**src/rtl/zsf_pkg.sv**
```systemverilog
package zsf_pkg;
  localparam int SAMPLE_W = 12;
  localparam int BUCKET_W = 9;

  typedef struct packed {
    logic                vld;
    logic                last;
    logic                keepAll;
    logic                over;
    logic [BUCKET_W-1:0] bucket;
    logic [SAMPLE_W-1:0] sample;
  } stage_t;

  typedef struct packed {
    logic emit;
    logic eoc;
    logic empty;
  } ctrl_t;
endpackage

```
**src/rtl/zsf_datapath.sv**
```systemverilog
module zsf_datapath
  import zsf_pkg::*;
#(
  parameter int NUM_CH      = 16,
  parameter int NUM_BUCKETS = 511,
  parameter int PRE         = 10,
  localparam int CH_W       = $clog2(NUM_CH)
) (
  input  logic                clk,
  input  logic                rstN,
  input  logic                cfgWe,
  input  logic                cfgIsThr,
  input  logic [CH_W-1:0]     cfgChan,
  input  logic [SAMPLE_W-1:0] cfgData,
  input  logic                inValid,
  input  logic [CH_W-1:0]     inChan,
  input  logic [BUCKET_W-1:0] inBucket,
  input  logic [SAMPLE_W-1:0] inSample,
  input  logic                inFull,
  input  ctrl_t               ctrl,
  output logic [PRE:0]        overVec,
  output stage_t              oldest,
  output logic                outValid,
  output logic [BUCKET_W-1:0] outBucket,
  output logic [SAMPLE_W-1:0] outSample,
  output logic                outEoc,
  output logic                outEmpty
);
  logic [SAMPLE_W-1:0] pedTab [NUM_CH];
  logic [SAMPLE_W-1:0] thrTab [NUM_CH];
  logic [SAMPLE_W-1:0] pedNow, thrNow, corr;
  logic                overNow;
  stage_t              pipe [PRE+1];

  always_ff @(posedge clk) begin
    if (!rstN) begin
      for (int i = 0; i < NUM_CH; i++) begin
        pedTab[i] <= '0;
        thrTab[i] <= '1;
      end
    end else if (cfgWe) begin
      if (cfgIsThr) thrTab[cfgChan] <= cfgData;
      else          pedTab[cfgChan] <= cfgData;
    end
  end

  always_comb begin
    pedNow  = pedTab[inChan];
    thrNow  = thrTab[inChan];
    corr    = (inSample >= pedNow) ? (inSample - pedNow) : '0;
    overNow = inValid && (corr > thrNow);
  end

  always_ff @(posedge clk) begin
    if (!rstN) pipe[0] <= '0;
    else begin
      pipe[0].vld     <= inValid;
      pipe[0].last    <= inValid && (inBucket == BUCKET_W'(NUM_BUCKETS - 1));
      pipe[0].keepAll <= inFull;
      pipe[0].over    <= overNow;
      pipe[0].bucket  <= inBucket;
      pipe[0].sample  <= corr;
    end
  end

  for (genvar k = 1; k <= PRE; k++) begin : g_hist
    always_ff @(posedge clk) begin
      if (!rstN) pipe[k] <= '0;
      else       pipe[k] <= pipe[k-1];
    end
  end

  for (genvar k = 0; k <= PRE; k++) begin : g_over
    assign overVec[k] = pipe[k].over;
  end

  assign oldest = pipe[PRE];

  always_ff @(posedge clk) begin
    if (!rstN) begin
      outValid  <= 1'b0;
      outBucket <= '0;
      outSample <= '0;
      outEoc    <= 1'b0;
      outEmpty  <= 1'b0;
    end else begin
      outValid  <= ctrl.emit;
      outBucket <= ctrl.emit ? oldest.bucket : '0;
      outSample <= ctrl.emit ? oldest.sample : '0;
      outEoc    <= ctrl.eoc;
      outEmpty  <= ctrl.empty;
    end
  end

  logic                haveOut;
  logic [BUCKET_W-1:0] lastOut;
  always_ff @(posedge clk) begin
    if (!rstN) begin
      haveOut <= 1'b0;
      lastOut <= '0;
    end else if (outEoc) begin
      haveOut <= 1'b0;
    end else if (outValid) begin
      haveOut <= 1'b1;
      lastOut <= outBucket;
    end
  end

  // the corrected value never exceeds the raw one (no wrap below zero)
  a_r1_no_wrap: assert property (@(posedge clk) disable iff (!rstN)
    inValid |=> (pipe[0].sample <= $past(inSample)));

  // buckets leave in strictly increasing order within a channel
  a_r5_increasing: assert property (@(posedge clk) disable iff (!rstN)
    (outValid && haveOut) |-> (outBucket > lastOut));

  // the empty flag only ever comes with the end marker and no word
  a_r7_empty_alone: assert property (@(posedge clk) disable iff (!rstN)
    outEmpty |-> (outEoc && !outValid));
endmodule

```
**src/rtl/zsf_control.sv**
```systemverilog
module zsf_control
  import zsf_pkg::*;
#(
  parameter int PRE  = 10,
  parameter int POST = 4
) (
  input  logic         clk,
  input  logic         rstN,
  input  logic [PRE:0] overVec,
  input  stage_t       oldest,
  output ctrl_t        ctrl
);
  localparam int TAIL_W = $clog2(POST + 1);

  logic [TAIL_W-1:0] tailCnt;
  logic              seenWord;

  always_comb begin
    ctrl.emit  = oldest.vld && (oldest.keepAll || (|overVec) || (tailCnt != '0));
    ctrl.eoc   = oldest.vld && oldest.last;
    ctrl.empty = ctrl.eoc && !ctrl.emit && !seenWord;
  end

  always_ff @(posedge clk) begin
    if (!rstN) begin
      tailCnt  <= '0;
      seenWord <= 1'b0;
    end else begin
      if (oldest.vld) begin
        if (oldest.last)          tailCnt <= '0;
        else if (oldest.over)     tailCnt <= TAIL_W'(POST);
        else if (tailCnt != '0)   tailCnt <= tailCnt - 1'b1;
      end
      if (ctrl.eoc)       seenWord <= 1'b0;
      else if (ctrl.emit) seenWord <= 1'b1;
    end
  end

  // the bucket after a crossing always belongs to the trailing window
  a_r3_tail_follows: assert property (@(posedge clk) disable iff (!rstN)
    (oldest.vld && oldest.over && !oldest.last) |=> (!oldest.vld || ctrl.emit));

  // the trailing count never exceeds the tail length
  a_r3_tail_bound: assert property (@(posedge clk) disable iff (!rstN)
    tailCnt <= TAIL_W'(POST));
endmodule

```
**src/rtl/zsf_top.sv**
```systemverilog
module zsf_top
  import zsf_pkg::*;
#(
  parameter int NUM_CH      = 16,
  parameter int NUM_BUCKETS = 511,
  parameter int PRE         = 10,
  parameter int POST        = 4,
  localparam int CH_W       = $clog2(NUM_CH)
) (
  input  logic                clk,
  input  logic                rstN,
  input  logic                cfgWe,
  input  logic                cfgIsThr,
  input  logic [CH_W-1:0]     cfgChan,
  input  logic [SAMPLE_W-1:0] cfgData,
  input  logic                inValid,
  input  logic [CH_W-1:0]     inChan,
  input  logic [BUCKET_W-1:0] inBucket,
  input  logic [SAMPLE_W-1:0] inSample,
  input  logic                inFull,
  output logic                outValid,
  output logic [BUCKET_W-1:0] outBucket,
  output logic [SAMPLE_W-1:0] outSample,
  output logic                outEoc,
  output logic                outEmpty
);
  ctrl_t        ctrl;
  logic [PRE:0] overVec;
  stage_t       oldest;

  zsf_datapath #(.NUM_CH(NUM_CH), .NUM_BUCKETS(NUM_BUCKETS), .PRE(PRE)) dp_i (
    .clk(clk), .rstN(rstN),
    .cfgWe(cfgWe), .cfgIsThr(cfgIsThr), .cfgChan(cfgChan), .cfgData(cfgData),
    .inValid(inValid), .inChan(inChan), .inBucket(inBucket),
    .inSample(inSample), .inFull(inFull),
    .ctrl(ctrl), .overVec(overVec), .oldest(oldest),
    .outValid(outValid), .outBucket(outBucket), .outSample(outSample),
    .outEoc(outEoc), .outEmpty(outEmpty)
  );

  zsf_control #(.PRE(PRE), .POST(POST)) ctl_i (
    .clk(clk), .rstN(rstN),
    .overVec(overVec), .oldest(oldest), .ctrl(ctrl)
  );
endmodule

```
**config.mk**
```make
export PLATFORM = sky130hd
export DESIGN_NAME = zsf_top
export DESIGN_NICKNAME = d
export VERILOG_FILES = /design/src/rtl/zsf_pkg.sv /design/src/rtl/zsf_datapath.sv /design/src/rtl/zsf_control.sv /design/src/rtl/zsf_top.sv
export SDC_FILE = /design/constraint.sdc
export NUM_CORES = 1
export LEC_CHECK = 0
export BUFFER_PORTS_ARGS = -buffer_cell sky130_fd_sc_hd__buf_2
export CAP_MARGIN = 5
export CORE_AREA = 2 2 224 226
export CTS_BUF_LIST = sky130_fd_sc_hd__clkbuf_8 sky130_fd_sc_hd__clkbuf_16
export CTS_CLUSTER_DIAMETER = 40
export CTS_CLUSTER_SIZE = 30
export DETAILED_ROUTE_END_ITERATION = 8
export DIE_AREA = 0 0 226 228
export PLACE_DENSITY = 0.69
export SLEW_MARGIN = 20
export SYNTH_ARGS = -nofsm -noshare
export SYNTH_HDL_FRONTEND = slang
export SYNTH_SLANG_ARGS = --single-unit
```
**constraint.sdc**
```tcl
create_clock -name clk -period 16.5 [get_ports clk]
set_input_delay 3.3 -clock clk [delete_from_list [all_inputs] [get_ports clk]]
set_output_delay 3.3 -clock clk [all_outputs]
set_load 0.01 [all_outputs]
```
======== Word-level counts from Yosys, hierarchy flattened ========
Memory sizes are Yosys's and may differ from the RTL's.
Cells that the tools add are included.
cells by class
  add/sub/neg operators ................... 2
  order comparisons ....................... 2
  eq/ne operators ......................... 1
  mux-type cells .......................... 36
  bitwise operators ....................... 17
  reductions and logical operators ........ 18
operator list
  operator                                                             number
  25-bit two-way mux                                                   10
  12-bit two-way mux                                                   4
  12-bit OR reduction                                                  2
  1-bit two-way mux                                                    16
  1-bit OR                                                             16
  12-bit greater-or-equal comparator                                   1
  12-bit greater-than comparator                                       1
  12-bit subtractor                                                    1
  11-bit OR reduction                                                  1
  9-bit equality test (second input constant)                          1
  3-bit two-way mux                                                    3
  9-bit two-way mux                                                    1
  4-bit two-way mux                                                    2
  1-bit logical AND                                                    6
  3-bit nonzero test                                                   2
  2-bit AND reduction                                                  2
  3-bit by 1-bit subtractor with 3-bit output (second input constant)  1
  1-bit zero test                                                      2
  1-bit logical OR                                                     2
  2-bit OR reduction                                                   1
  1-bit inverter                                                       1
storage, ports and cells
  flip-flop bits (word level) ............. 28
  bits in writable memories ............... 659
  bits of input ports ..................... 47
  output and inout port bits .............. 24
  word-level logic and storage cells ...... 86
  memories kept ........................... 3
memories
  name         depth  width  read ports  clocked after memory_dff  write ports  RTL line            RTL
  dp_i.pipe    11     25     11          0                         11           zsf_datapath.sv:33  stage_t pipe [PRE+1];
  dp_i.pedTab  16     12     1           0                         16           zsf_datapath.sv:29  logic [SAMPLE_W-1:0] pedTab [NUM_CH];
  dp_i.thrTab  16     12     1           0                         16           zsf_datapath.sv:30  logic [SAMPLE_W-1:0] thrTab [NUM_CH];

======== Depth between registers and ports, before layout ========
An unclocked memory read counts as a cell.
  depth in word-level cells ............... 8
  depth in mapped cells ................... 20
  depth with buffers taken out ............ 15

======== Modules after synthesis ========
From an unflattened synthesis, not the netlist that was laid out.
unflattened totals
  cell total of the unflattened synthesis .. 1,938
  area, all modules ....................... 27,143.5 sq um
modules (own cells, without submodules)
  module        times used  cells each  area each (sq um)  seq. area each (sq um)
  zsf_datapath  1           1,905       26,835.7           17,516.8
  zsf_control   1           33          307.8              80.1

======== Least setup slack after synthesis ========
No wires, ideal clock.
  kind .................................... input to register
  start ................................... input port inChan[1]
  end ..................................... memory dp_i.pipe[0][21] (netlist bit)
  library setup time ...................... 122 ps
  data arrival time ....................... 7,361 ps
  required time ........................... 16,378 ps
  setup slack ............................. 9,017 ps
  cell stages on the path ................. 20
  cells stage by stage .................... clkbuf_1 buf_2 buf_1 mux4_2 mux4_2 inv_1 ha_1 clkbuf_1 a21oi_1 o21ai_0 a221o_1 nor2_1 buf_2 nor2_1 ha_1 a21o_1 a21o_1 a21oi_1 nor2_1 o311a_1
RTL lines
  item             RTL line            RTL
  start, declared  zsf_top.sv:17       input logic [CH_W-1:0] inChan,
  end, declared    zsf_datapath.sv:33

==> flow_summary.ini <==
[logic_synthesis]
yosysUniqueCellTypes = 51
synth_edf_count = 384
netlist_area_um2 = 26810
avgSynthCellArea_um2 = 14.07
syn_inst = 1906
async_flop_share_pct = 0
synth_top_flop_cell = edfxtp_1
ys_seq_area_share_pct = 65.64
synthesis.nets = 1980
synth_warnings = 0
yosys_register_bits = 687

[setup_path]
end_kind = flip-flop
endpoint = dp_i.pipe[0][21]$_DFF_P_
cp_max_fo = 49
critPathArrivalTime_ps = 8100
reg2regPathDepth = 15
startpoint_type = primary input
r2r_start = dp_i.pedTab[10][7]$_SDFFCE_PN0P_
worstSetupPathType = in -> reg
startpoint = inChan[1]
r2r_slack_ps = 11970
reg2reg_to = dp_i.pipe[0][21]$_DFF_P_
required_ps = 17020

[clocking]
htreeDepth = 3
postCtsHoldBufs = 0
cts.sinks = 687
numCtsBuffers = 88
clk_path_buf_depth = 3
clk-insertion-delay-late_ps = 630
cts-root-buf = clkbuf_16
cts_resized = 0
post-cts-setup-buffers = 0
clk_pin_slew_worst_paths_ps = 70
cts_tree = done

[global_routing]
overflow = 0
grt_pass1_vias = 14840
grtUsageTotal_pct = 22.26
antenna_found_initial = 2
grt_max_degree = 157
grt_pass1_wl_mm = 86.46

[final_layout]
fin_area_um2 = 30830
diodes = 0
syn_to_final_growth_pct = 15.01
postLayoutCoreUtil_pct = 62.47
drive_gt1_share_pct = 21.62
stdcell_count = 2693
nets = 2021
fillerInstances = 3710

[placed_design]
dpl.cell_count = 2529
io_buffers = 70
gp_congestion = 0.8877
place_area_um2 = 27650
dp_hpwl_mm = 32.78

[route]
drt-total-wl_mm = 54.74
wl_per_cell_um = 20.33
vias = 14800
met3_length_mm = 4.080
drt_iter0_drc = 1441
drc = 0
met1_length_mm = 22.46
highest_layer = met5
vias_per_cell = 5.495
ant_nets = 0
wl_met2_mm = 26.65
first_pass_iters = 5

[sta]
setup_tns_ps = 0
finalHoldViolations = 0
slew_viol_final = 0
slew_headroom_pct = 27.01
tightest_slew_ps = 1083
post-route-period-util_pct = 45.97
min_period_ps = 7585
timing.fmax_mhz = 131.8
rsz0062_at_grt = no
fin_worst_skew_ps = 15.88
setup_violations = 0

[die]
die_h_um = 228
core_area_um2 = 49350
dieArea_um2 = 51530
io_pins = 71
std_cell_rows = 82
initial_utilization_pct = 54.32
die_x_um = 226

[worst_hold_path]
hold_class = reg -> reg
hold_start = dp_i.pipe[1][25]$_SDFF_PN0_

[run]
drv_cap = 0

[power_and_ir_drop]
p_leak_nw = 11.43
power_mw = 4.178
ir_drop_v = 0.00009139
powerDensity_nw_per_um2 = 135.5

[run_status]
run_status = complete, no violations
[final cells by class]
cell class              count  area, um2  area share (%)
flip-flops and latches    687      17600           57.08
multi-input cells        1029       8422           27.32
clock buffers              91       2266           7.350
clock inverters            73      915.9           2.971
well taps                 672      840.8           2.727
repair buffers            111      676.9           2.196
inverters                  30      112.6          0.3652
[state kept, by name, indices dropped and copies added, names as in the netlist]
signal          count
dp_i.pipe         275
dp_i.pedTab       192
dp_i.thrTab       192
dp_i.outSample     12
dp_i.outBucket      9
ctl_i.tailCnt       3
ctl_i.seenWord      1
dp_i.outEmpty       1
dp_i.outEoc         1
dp_i.outValid       1
[per-layer routing]
metal,vias to the layer above,track usage (%)
li1,6845,-
met1,7319,29.82
met2,532,35.92
met3,99,5.191
met4,4,7.512
met5,-,0
[worst min-delay path by stage]
stage                                        end  slack (ps)  cells past startpoint
global route          dp_i.pipe[2][3]$_SDFF_PN0_         430                      1
global placement    dp_i.outSample[4]$_SDFF_PN0_         410                      1
floorplan           dp_i.outBucket[0]$_SDFF_PN0_         410                      1
CTS                  dp_i.pipe[1][50]$_SDFF_PN0_         430                      1
detailed placement  dp_i.outSample[6]$_SDFF_PN0_         410                      1
finish               dp_i.pipe[1][50]$_SDFF_PN0_         420                      1
[Yosys cell counts (3+ instances only)]
library cell,n,area [um2]
a21o_1,4,30.03
a21oi_1,14,70.07
and2_1,478,2990
and3_1,5,31.28
buf_1,5,18.77
buf_2,11,55.05
buf_8,3,45.04
clkbuf_1,138,518.0
dfxtp_1,303,6066
edfxtp_1,384,11530
ha_1,26,325.3
inv_1,29,108.9
mux4_2,120,2703
nand2_1,20,75.07
nand2b_1,7,43.79
nand3_1,7,35.03
nand4_1,7,43.79
nor2_1,42,157.7
nor2b_1,9,56.30
nor3_1,10,50.05
nor4_1,5,31.28
o211a_1,4,40.04
o21a_1,5,37.54
o21ai_0,37,185.2
or2_2,51,319.1
or3_1,146,913.4
xor2_1,3,26.28
[power by group]
group	leakage [nW]	switching [mW]	internal (mW)
combinational	3.65	0.166	0.112
sequential	6.21	0.0174	1.87
clock	1.57	0.797	1.21
total	11.4	0.981	3.20
[metrics by stage]
stage / setup slack (ps) / hold slack [ps]
3_5_place_dp: 8250 / 412.2
6_report: 8915 / 423.4
2_1_floorplan: 9017 / 405.7
4_1_cts: 8927 / 425.6
5_1_grt: 8626 / 434.8
3_3_place_gp: 8309 / 408.7
[worst max-delay path: stages]
cell and delay, ps:
buf_4 570, buf_4 740, mux4_2 420, mux4_2 550, inv_2 70, ha_1 230, nor2b_1 140, or2_2 290
a221o_1 340, xnor2_1 200, nor2_1 70, ha_1 340, a21o_1 190, a21o_1 170, a21oi_1 140, nor2_1 60
o311a_1 270
[cells in the final DEF, fill, tap and decap left out, types with 7 or more instances in the layout]
cell         n
nor2b_1      9
nand3_1      7
or3_1      146
o21ai_0     37
nand2_1     19
ha_1        26
bufinv_16   11
clkbuf_16   90
dfxtp_1    303
buf_4       41
a21oi_1     14
mux4_2     120
clkinv_8    10
inv_1       34
or2_2       51
nor2_1      42
buf_2       67
clkinv_2     8
inv_8        9
nand4_1      7
and2_1     478
nand2b_1     7
inv_6       11
nor3_1      10
edfxtp_1   384
[cells by family (layout without fill, tap and decap cells)]
family	Yosys count	count (layout)	synth area share, %
compound gates	84	84	1.974
xor+xnor	5	5	0.1634
fa+ha+maj	27	27	1.288
buf+inv	190	305	2.954
flops	687	687	65.64
mux	120	120	10.08
simple gates	793	793	17.90
Power figures use the tool's default switching activity.
